File: config.mk
export PLATFORM = sky130hd
export DESIGN_NAME = tri_frame_decoder
export DESIGN_NICKNAME = d
export VERILOG_FILES = /design/src/rtl/tfd_pkg.sv /design/src/rtl/tfd_sync.sv /design/src/rtl/tfd_timer.sv /design/src/rtl/tfd_steer.sv /design/src/rtl/tri_frame_decoder.sv
export SDC_FILE = /design/constraint.sdc
export NUM_CORES = 1
export LEC_CHECK = 0
export BUFFER_PORTS_ARGS = -buffer_cell sky130_fd_sc_hd__buf_4
export CORE_AREA = 2 2 39 41
export CTS_BUF_LIST = sky130_fd_sc_hd__clkbuf_4
export DETAILED_ROUTE_END_ITERATION = 7
export DIE_AREA = 0 0 41 43
export MAX_ROUTING_LAYER = met4
export PLACE_DENSITY_LB_ADDON = 0.12
export SYNTH_ARGS = -nofsm -noshare
export SYNTH_HDL_FRONTEND = slang
export SYNTH_SLANG_ARGS = --single-unit
File: constraint.sdc
create_clock -name clk_i -period 1.7 [get_ports clk_i]
set_clock_uncertainty 0.15 [all_clocks]
set_input_delay 0.34 -clock clk_i [delete_from_list [all_inputs] [get_ports clk_i]]
set_output_delay 0.34 -clock clk_i [all_outputs]
set_load 0.01 [all_outputs]
File: src/rtl/tfd_pkg.sv
package tfd_pkg;
  typedef enum logic [1:0] {
    D1_KEEP  = 2'd0,
    D1_CLEAR = 2'd1,
    D1_SET   = 2'd2
  } d1_mode_e;

  localparam int unsigned N_FRAMES = 3;
  typedef logic [1:0] frame_idx_t;
endpackage

File: src/rtl/tfd_sync.sv
module tfd_sync #(
  parameter int unsigned STAGES = 2
) (
  input  logic clk_i,
  input  logic rst_ni,
  input  logic rx_i,
  output logic line_o,
  output logic fall_o
);
  logic [STAGES-1:0] sr_q;
  logic              prev_q;

  always_ff @(posedge clk_i or negedge rst_ni) begin
    if (!rst_ni) begin
      sr_q   <= '1;
      prev_q <= 1'b1;
    end else begin
      sr_q   <= {sr_q[STAGES-2:0], rx_i};
      prev_q <= sr_q[STAGES-1];
    end
  end

  assign line_o = sr_q[STAGES-1];
  assign fall_o = prev_q & ~sr_q[STAGES-1];
endmodule

File: src/rtl/tfd_timer.sv
module tfd_timer #(
  parameter int unsigned BIT_CYC = 16,
  localparam int unsigned MID_C  = (3 * BIT_CYC) / 2 - 1,
  localparam int unsigned STOP_C = (5 * BIT_CYC) / 2 - 1,
  localparam int unsigned CNT_W  = $clog2(STOP_C + 1)
) (
  input  logic             clk_i,
  input  logic             rst_ni,
  input  logic             fall_i,
  output logic             busy_o,
  output logic [CNT_W-1:0] cnt_o,
  output logic             data_stb_o,
  output logic             stop_stb_o
);
  logic             busy_q;
  logic [CNT_W-1:0] cnt_q;
  logic             at_stop;

  assign at_stop = (cnt_q == CNT_W'(STOP_C));

  always_ff @(posedge clk_i or negedge rst_ni) begin
    if (!rst_ni) begin
      busy_q <= 1'b0;
      cnt_q  <= '0;
    end else if (!busy_q) begin
      cnt_q <= '0;
      if (fall_i) busy_q <= 1'b1;  // new edges only accepted when idle
    end else if (at_stop) begin
      busy_q <= 1'b0;
      cnt_q  <= '0;
    end else begin
      cnt_q <= cnt_q + 1'b1;
    end
  end

  assign busy_o     = busy_q;
  assign cnt_o      = cnt_q;
  assign data_stb_o = busy_q && (cnt_q == CNT_W'(MID_C));
  assign stop_stb_o = busy_q && at_stop;
endmodule

File: src/rtl/tfd_steer.sv
module tfd_steer
  import tfd_pkg::*;
#(
  parameter d1_mode_e D1_MODE = D1_KEEP
) (
  input  logic                clk_i,
  input  logic                rst_ni,
  input  logic                line_i,
  input  logic                data_stb_i,
  input  logic                stop_stb_i,
  output logic [N_FRAMES-1:0] dout_o,
  output frame_idx_t          frame_o
);
  frame_idx_t frame_q;
  logic       viol;

  assign viol = stop_stb_i & ~line_i;

  always_ff @(posedge clk_i or negedge rst_ni) begin
    if (!rst_ni) begin
      frame_q <= '0;
    end else if (stop_stb_i) begin
      if (!line_i) frame_q <= '0;
      else if (frame_q == frame_idx_t'(N_FRAMES - 1)) frame_q <= '0;
      else frame_q <= frame_q + 1'b1;
    end
  end

  for (genvar g = 0; g < N_FRAMES; g++) begin : g_lat
    logic q;
    if (g == 1 && D1_MODE != D1_KEEP) begin : g_forced
      always_ff @(posedge clk_i or negedge rst_ni) begin
        if (!rst_ni) q <= 1'b0;
        else if (viol) q <= (D1_MODE == D1_SET);
        else if (data_stb_i && frame_q == frame_idx_t'(g)) q <= line_i;
      end
    end else begin : g_plain
      always_ff @(posedge clk_i or negedge rst_ni) begin
        if (!rst_ni) q <= 1'b0;
        else if (data_stb_i && frame_q == frame_idx_t'(g)) q <= line_i;
      end
    end
    assign dout_o[g] = q;
  end

  assign frame_o = frame_q;
endmodule

File: src/rtl/tri_frame_decoder.sv
module tri_frame_decoder
  import tfd_pkg::*;
#(
  parameter int unsigned BIT_CYC     = 16,
  parameter int unsigned SYNC_STAGES = 2,
  parameter d1_mode_e    D1_MODE     = D1_KEEP,
  localparam int unsigned STOP_C = (5 * BIT_CYC) / 2 - 1,
  localparam int unsigned CNT_W  = $clog2(STOP_C + 1)
) (
  input  logic       clk_i,
  input  logic       rst_ni,
  input  logic       rx_i,
  output logic [2:0] dout_o
);
  logic             line;
  logic             fall;
  logic             busy;
  logic [CNT_W-1:0] tcnt;
  logic             data_stb;
  logic             stop_stb;
  frame_idx_t       frame;

  tfd_sync #(.STAGES(SYNC_STAGES)) i_sync (
    .clk_i (clk_i),
    .rst_ni(rst_ni),
    .rx_i  (rx_i),
    .line_o(line),
    .fall_o(fall)
  );

  tfd_timer #(.BIT_CYC(BIT_CYC)) i_timer (
    .clk_i     (clk_i),
    .rst_ni    (rst_ni),
    .fall_i    (fall),
    .busy_o    (busy),
    .cnt_o     (tcnt),
    .data_stb_o(data_stb),
    .stop_stb_o(stop_stb)
  );

  tfd_steer #(.D1_MODE(D1_MODE)) i_steer (
    .clk_i     (clk_i),
    .rst_ni    (rst_ni),
    .line_i    (line),
    .data_stb_i(data_stb),
    .stop_stb_i(stop_stb),
    .dout_o    (dout_o),
    .frame_o   (frame)
  );
endmodule

==> impl_metrics.yaml, run 1 <==
setup_path:
  crit_path_start: "i_timer.cnt_o[0]$_DFF_PN0_"
  cp-end-kind: "register"
  cp_max_fo: 4
  cpLargestDelayFamily: "simple AND/OR/NAND/NOR gates"
  regToRegStartpoint: "i_timer.cnt_o[0]$_DFF_PN0_"
  worst-endpoint-required_ns: 1.72
  r2r_slack_ns: 0.06
  cp_slowest_stage_delay_ns: 0.38
  cp_cell_sequence: "ha_2 -> nand4b_4 -> nor4_1 -> mux2_1"
  cp_data_arrival_time_ns: 1.65
  cp_slowest_cell: "dfrtp_1"
  critPathLaunchType: "register"
  crit_buf_inv: 0
  critPathKind: "reg -> reg"
synth:
  synth_top_area_share_pct: 45.4
  synth_top_family_by_area: "simple AND/OR/NAND/NOR gates"
  ys.flop_type: "dfrtp_1"
  synth-edff-count: 0
  synth_most_common_cell: "dfrtp_1"
  synth_compound_area_share_pct: 2.65
  synth_area_um2: 662
  synth-simple-area-share_pct: 21.9
  synth_warnings: 0
  synthAdderAreaFrac_pct: 1.89
  ys_ff_latch: 15
  synth_xor_xnor_area_share_pct: 3.97
  synth.area.top_cells: "dfrtp_1 45%, dfstp_2 12%, nand4b_4 3.6%, buf_4 3.4%, mux2_1 3.4%"
  postSynthCellCount: 55
  yosys-mux-area-fraction_pct: 8.32
  yosysSeqAreaShare_pct: 57.3
  synthTopCellsByCount: "12 x dfrtp_1, 6 x nand2_1, 6 x nor2_1"
  synth_top_area_cell: "dfrtp_1"
  synth_nets: 59
  syn_area_per_cell_um2: 12.0
  ys_types: 23
  synthArstFlopShare_pct: 100
global_routing:
  grt_pass1_wl_um: 1660
  grt.total_usage_pct: 14.8
  grt-ovfl-total: 0
  grt_max_degree: 16
  antenna_found_initial: 0
  grt_pass1_vias: 352
sta:
  finalSetupTns_ns: 0
  fmax_ghz: 0.610
  hold_viol: 0
  setup_viol: 0
  worst_slew_pin_slew_ns: 0.252
  slew_headroom_pct: 83.1
  min_period_ns: 1.64
  fin_crit_sh_pct: 96.4
  slew_violations: 0
cts:
  cts_setup_buffers: 0
  clock_sinks: 15
  htreeDepth: 1
  clk_pin_slew_ns: 0.09
  tritoncts: "yes"
  clock_latency_ns: 0.27
  cts_inserted_buffers: 3
  cts-root-buf: "clkbuf_4"
  cts.path.max_buffers: 2
placement:
  gp_congestion: 0.671
  place_area_um2: 727
  dp.cells: 77
  hpwl_um: 739
  io_buffers: 5
hold_path:
  hold_class: "reg -> reg"
  hp-start: "i_sync.sr_q[0]$_DFF_PN1_"
die:
  rows: 14
  dieHeight_um: 43
  ios: 6
  start_util_pct: 47.8
  dieArea_mm2: 0.00176
  die_w_um: 41
  core_mm2: 0.00138
flow_run:
  maxCapViolations: 0
power:
  vdd_drop_max_mv: 0.693
  p_leak_nw: 0.350
  power_density_mw_per_mm2: 1230
final_layout:
  num_antenna_cells: 0
  fillers: 126
  fin_area_um2: 792
  seqCellArea_um2: 379
  area_growth_pct: 19.7
  final_net_count: 72
  final_cells: 83
  drive_gt1_share_pct: 32.8
  multi_input_area_um2: 274
routing:
  routed_wl_um: 1030
  drc: 0
  drtAntennaViolNets: 0
  firstDrtPassIters: 3
  viasPerCell: 4.88
  vias: 405
  avgRoutedWirePerCell_um: 12.3
  drtIter0Drc: 3
run_status:
  status: "finished clean"
-- final timing paths --
kind | depth (start not counted) | end
setup / recovery | 4 | i_steer.g_lat[1].q$_DFFE_PN0P_
min in group asynchronous | 2 | i_timer.cnt_o[1]$_DFF_PN0_
max in group asynchronous | 2 | i_sync.sr_q[1]$_DFF_PN1_
hold / removal | 0 | i_sync.sr_q[1]$_DFF_PN1_
hold reg to reg | 0 | i_sync.sr_q[1]$_DFF_PN1_
setup reg to reg | 4 | i_steer.g_lat[1].q$_DFFE_PN0P_
-- metal layers --
metal	vias to the layer above	track usage, %	routed length, µm
met5	-	-	0
met4	0	6.00	10
met3	2	4.71	19
met2	4	17.8	475
met1	191	22.6	519
li1	208	-	-
-- sequential cells by signal, summed over array words and instances, names as in the netlist --
signal / count
i_steer.frame_o: 2
i_steer.g_lat.q: 3
i_sync.prev_q: 1
i_sync.sr_q: 2
i_timer.busy_o: 1
i_timer.cnt_o: 6
-- worst reg2reg max path, stage by stage, from the launching register on --
cell and delay, ns:
dfrtp_1 0.38, ha_2 0.22, nand4b_4 0.14, nor4_1 0.28, mux2_1 0.35
-- kinds of logic (layout without fill, tap and decap cells) --
kind of cell	count (synthesis)	in the layout
AO/OA/AOI/OAI	3	3
XOR/XNOR	3	3
adder cells (fa/ha/maj)	1	1
buffers and inverters	4	16
flip-flops	15	15
multiplexers	5	5
AND/OR/NAND/NOR	24	24
-- metrics by stage --
step                      power [mW]  util (%)  hold WS, ns  worst slack, ns
after global placement         0.758      52.5       0.0561           0.0549
after CTS                      0.966      55.2      0.00301           0.0167
after floorplan                0.674         -       -0.106           0.0902
final                          0.976      57.2        0.210           0.0614
after detailed placement       0.763      52.5       0.0515           0.0307
after global routing            1.05      57.2        0.220         -0.00798
-- final cells by class --
cell class	instances	share of cell area [%]
clock inverter	1	0.632
tap	16	2.53
sequential	15	47.9
clock buffer	3	2.84
inverter	1	0.474
timing repair buffer	11	11.1
multi-input combinational	36	34.6
-- report_power, final --
group | internal [mW] | leakage (nW) | switching [mW] | total, mW
Combinational | 0.153 | 0.144 | 0.125 | 0.278
Sequential | 0.433 | 0.188 | 0.0681 | 0.501
Clock | 0.0871 | 0.0177 | 0.110 | 0.198
Total | 0.673 | 0.350 | 0.304 | 0.976
-- layout by cell type (no fill, tap or decap), types with 2 or more instances in the layout --
master	count
dfstp_2	3
and2_1	3
mux2_2	2
dfrtp_1	12
dlygate4sd3_1	2
mux2_1	2
clkbuf_4	3
nor2_1	6
xor2_1	2
nand2_1	6
buf_4	9
nand3_1	2
-- timing repair --
action                                  4_1_cts  5_1_grt
endpoints found under the setup margin        0        2
hold buffers                                  1        1
gates resized for setup                       0        3
hold endpoints to repair                     15        1
Power figures use the tool's default switching activity.
==> inputs of run 2 (changes only) <==
--- a/config.mk
+++ b/config.mk
@@ -6,10 +6,10 @@
 export NUM_CORES = 1
 export LEC_CHECK = 0
 export BUFFER_PORTS_ARGS = -buffer_cell sky130_fd_sc_hd__buf_4
-export CORE_AREA = 2 2 39 41
+export CORE_MARGIN = 2
+export CORE_UTILIZATION = 35
 export CTS_BUF_LIST = sky130_fd_sc_hd__clkbuf_4
 export DETAILED_ROUTE_END_ITERATION = 7
-export DIE_AREA = 0 0 41 43
 export MAX_ROUTING_LAYER = met4
 export PLACE_DENSITY_LB_ADDON = 0.12
 export SYNTH_ARGS = -nofsm -noshare
==> impl_metrics.yaml, run 2 (synthesized netlist as in run 1, its figures left out) <==
run_status:
  status: "finished clean"
flow_run:
  maxCapViolations: 0
global_routing:
  grt-ovfl-total: 0
  grt.total_usage_pct: 12.5
  grt_pass1_wl_um: 1800
  grt_pass1_vias: 419
  antenna_found_initial: 0
  grt_max_degree: 16
final_layout:
  area_growth_pct: 23.8
  final_cell_mix: "12 x dfrtp_1, 9 x buf_4, 6 x nand2_1, 6 x nor2_1"
  fillers: 181
  final_net_count: 72
  drive_gt1_share_pct: 34.3
  num_antenna_cells: 0
  largest_reg_flops: 6
  final_common_cell: "dfrtp_1"
routing:
  viasPerCell: 4.67
  drtAntennaViolNets: 0
  vias: 430
  routed_wl_um: 1140
  avgRoutedWirePerCell_um: 12.4
  drtIter0Drc: 9
  drc: 0
  firstDrtPassIters: 4
placement:
  pre_cts_slack_ns: 0.0513
  io_buffers: 5
  gp_congestion: 0.743
power:
  power_mw: 1.01
  vdd_drop_max_mv: 0.851
  p_leak_nw: 0.352
  power_density_mw_per_mm2: 1230
cts:
  cts_setup_buffers: 0
  clock_latency_ns: 0.28
  htreeDepth: 1
  cts.path.max_buffers: 2
  clk_pin_slew_ns: 0.09
  tritoncts: "yes"
  cts-root-buf: "clkbuf_4"
  clock_sinks: 15
  cts_inserted_buffers: 3
setup_path:
  critPathLaunchType: "register"
  cp_slowest_stage_delay_ns: 0.42
  r2r_end: "i_steer.g_lat[2].q$_DFFE_PN0P_"
  regToRegStartpoint: "i_timer.cnt_o[0]$_DFF_PN0_"
  critPathKind: "reg -> reg"
  ff2ff_path_depth: 4
  crit_buf_inv: 0
  worst-endpoint-required_ns: 1.72
  cp_cell_sequence: "ha_4 -> nand4b_4 -> nor4b_4 -> mux2_2"
  cp_data_arrival_time_ns: 1.65
  cpLargestDelayFamily: "simple AND/OR/NAND/NOR gates"
  cp_max_fo: 4
  cp-end-kind: "register"
  r2r_slack_ns: 0.08
  cp_slowest_cell: "dfrtp_1"
sta:
  fmax_ghz: 0.616
  hold_viol: 0
  setup_viol: 0
  min_period_ns: 1.62
  fin_ws_ns: 0.0762
  fin_crit_sh_pct: 95.5
  worst_slew_pin_slew_ns: 0.258
  slew_headroom_pct: 82.7
  slew_violations: 0
die:
  ios: 6
  dieArea_mm2: 0.00225
  start_util_pct: 37.9
  dieHeight_um: 47.5
  rows: 15
  die_w_um: 47.5
  core_mm2: 0.00175
hold_path:
  hold_class: "reg -> reg"
  hp-start: "i_sync.sr_q[0]$_DFF_PN1_"
  min_path_cells: 0
  min_to: "i_sync.sr_q[1]$_DFF_PN1_"
-- run 2: cell types whose count changed in the layout (fill, tap and decap cells not counted) --
cell,before,now
ha_2,1,0
nor4_1,1,0
ha_4,0,1
nor4_2,1,2
-- run 2: how the worst max path moves through the flow --
stage | start | end | slack [ns] | depth (start not counted)
2_1_floorplan | i_timer.cnt_o[0]$_DFF_PN0_ | i_steer.g_lat[2].q$_DFFE_PN0P_ | 0.09 | 4
3_3_place_gp | i_timer.cnt_o[0]$_DFF_PN0_ | i_steer.g_lat[2].q$_DFFE_PN0P_ | 0.07 | 4
3_5_place_dp | i_timer.cnt_o[0]$_DFF_PN0_ | i_steer.g_lat[1].q$_DFFE_PN0P_ | 0.05 | 4
4_1_cts | i_timer.cnt_o[0]$_DFF_PN0_ | i_steer.g_lat[0].q$_DFFE_PN0P_ | 0.03 | 4
5_1_grt | i_timer.cnt_o[0]$_DFF_PN0_ | i_steer.g_lat[2].q$_DFFE_PN0P_ | -0.02 | 4
6_report | i_timer.cnt_o[0]$_DFF_PN0_ | i_steer.g_lat[2].q$_DFFE_PN0P_ | 0.08 | 4
-- run 2: repair_timing --
action / CTS / global route
hold endpoints to repair: 16 / 0
hold buffers: 2 / 0
setup endpoints to repair: 0 / 3
resized for setup: 0 / 5
-- run 2: layout make-up --
class | instances | area (µm²) | area share [%]
repair buffers | 11 | 87.6 | 10.7
clock inverters | 1 | 5.00 | 0.611
multi-input cells | 36 | 290 | 35.4
flip-flops and latches | 15 | 379 | 46.3
clock buffers | 3 | 22.5 | 2.75
inverters | 1 | 3.75 | 0.458
well taps | 25 | 31.3 | 3.82
-- run 2: layer usage --
layer  GRT usage, %  routed length (µm)  vias to the layer above
met2           17.6                 571                        4
met4           8.33                  10                        0
met1           15.7                 531                      217
met5              -                   0                        -
met3           3.40                  28                        2
li1               -                   -                      207
-- run 2: through the flow --
stage	hold WS, ns	TNS [ns]	instances	area [µm²]	utilization (%)
6_report	0.214	0	92	820	47.0
5_1_grt	0.218	-0.0256	92	820	47.0
4_1_cts	0.216	0	92	786	45.0
3_5_place_dp	0.0576	0	86	738	42.3
3_3_place_gp	0.0564	0	86	738	42.3
2_1_floorplan	-0.106	0	55	662	-
-- run 2: power breakdown --
part           switching, mW  internal, mW
registers             0.0825         0.433
clock network          0.117        0.0872
logic                  0.127         0.160
total                  0.326         0.680
-- run 2: worst register-to-register path, cell delays in order, from the launching register on --
cell and delay [ns]:
dfrtp_1 0.42, ha_4 0.17, nand4b_4 0.14, nor4b_4 0.28, mux2_2 0.36
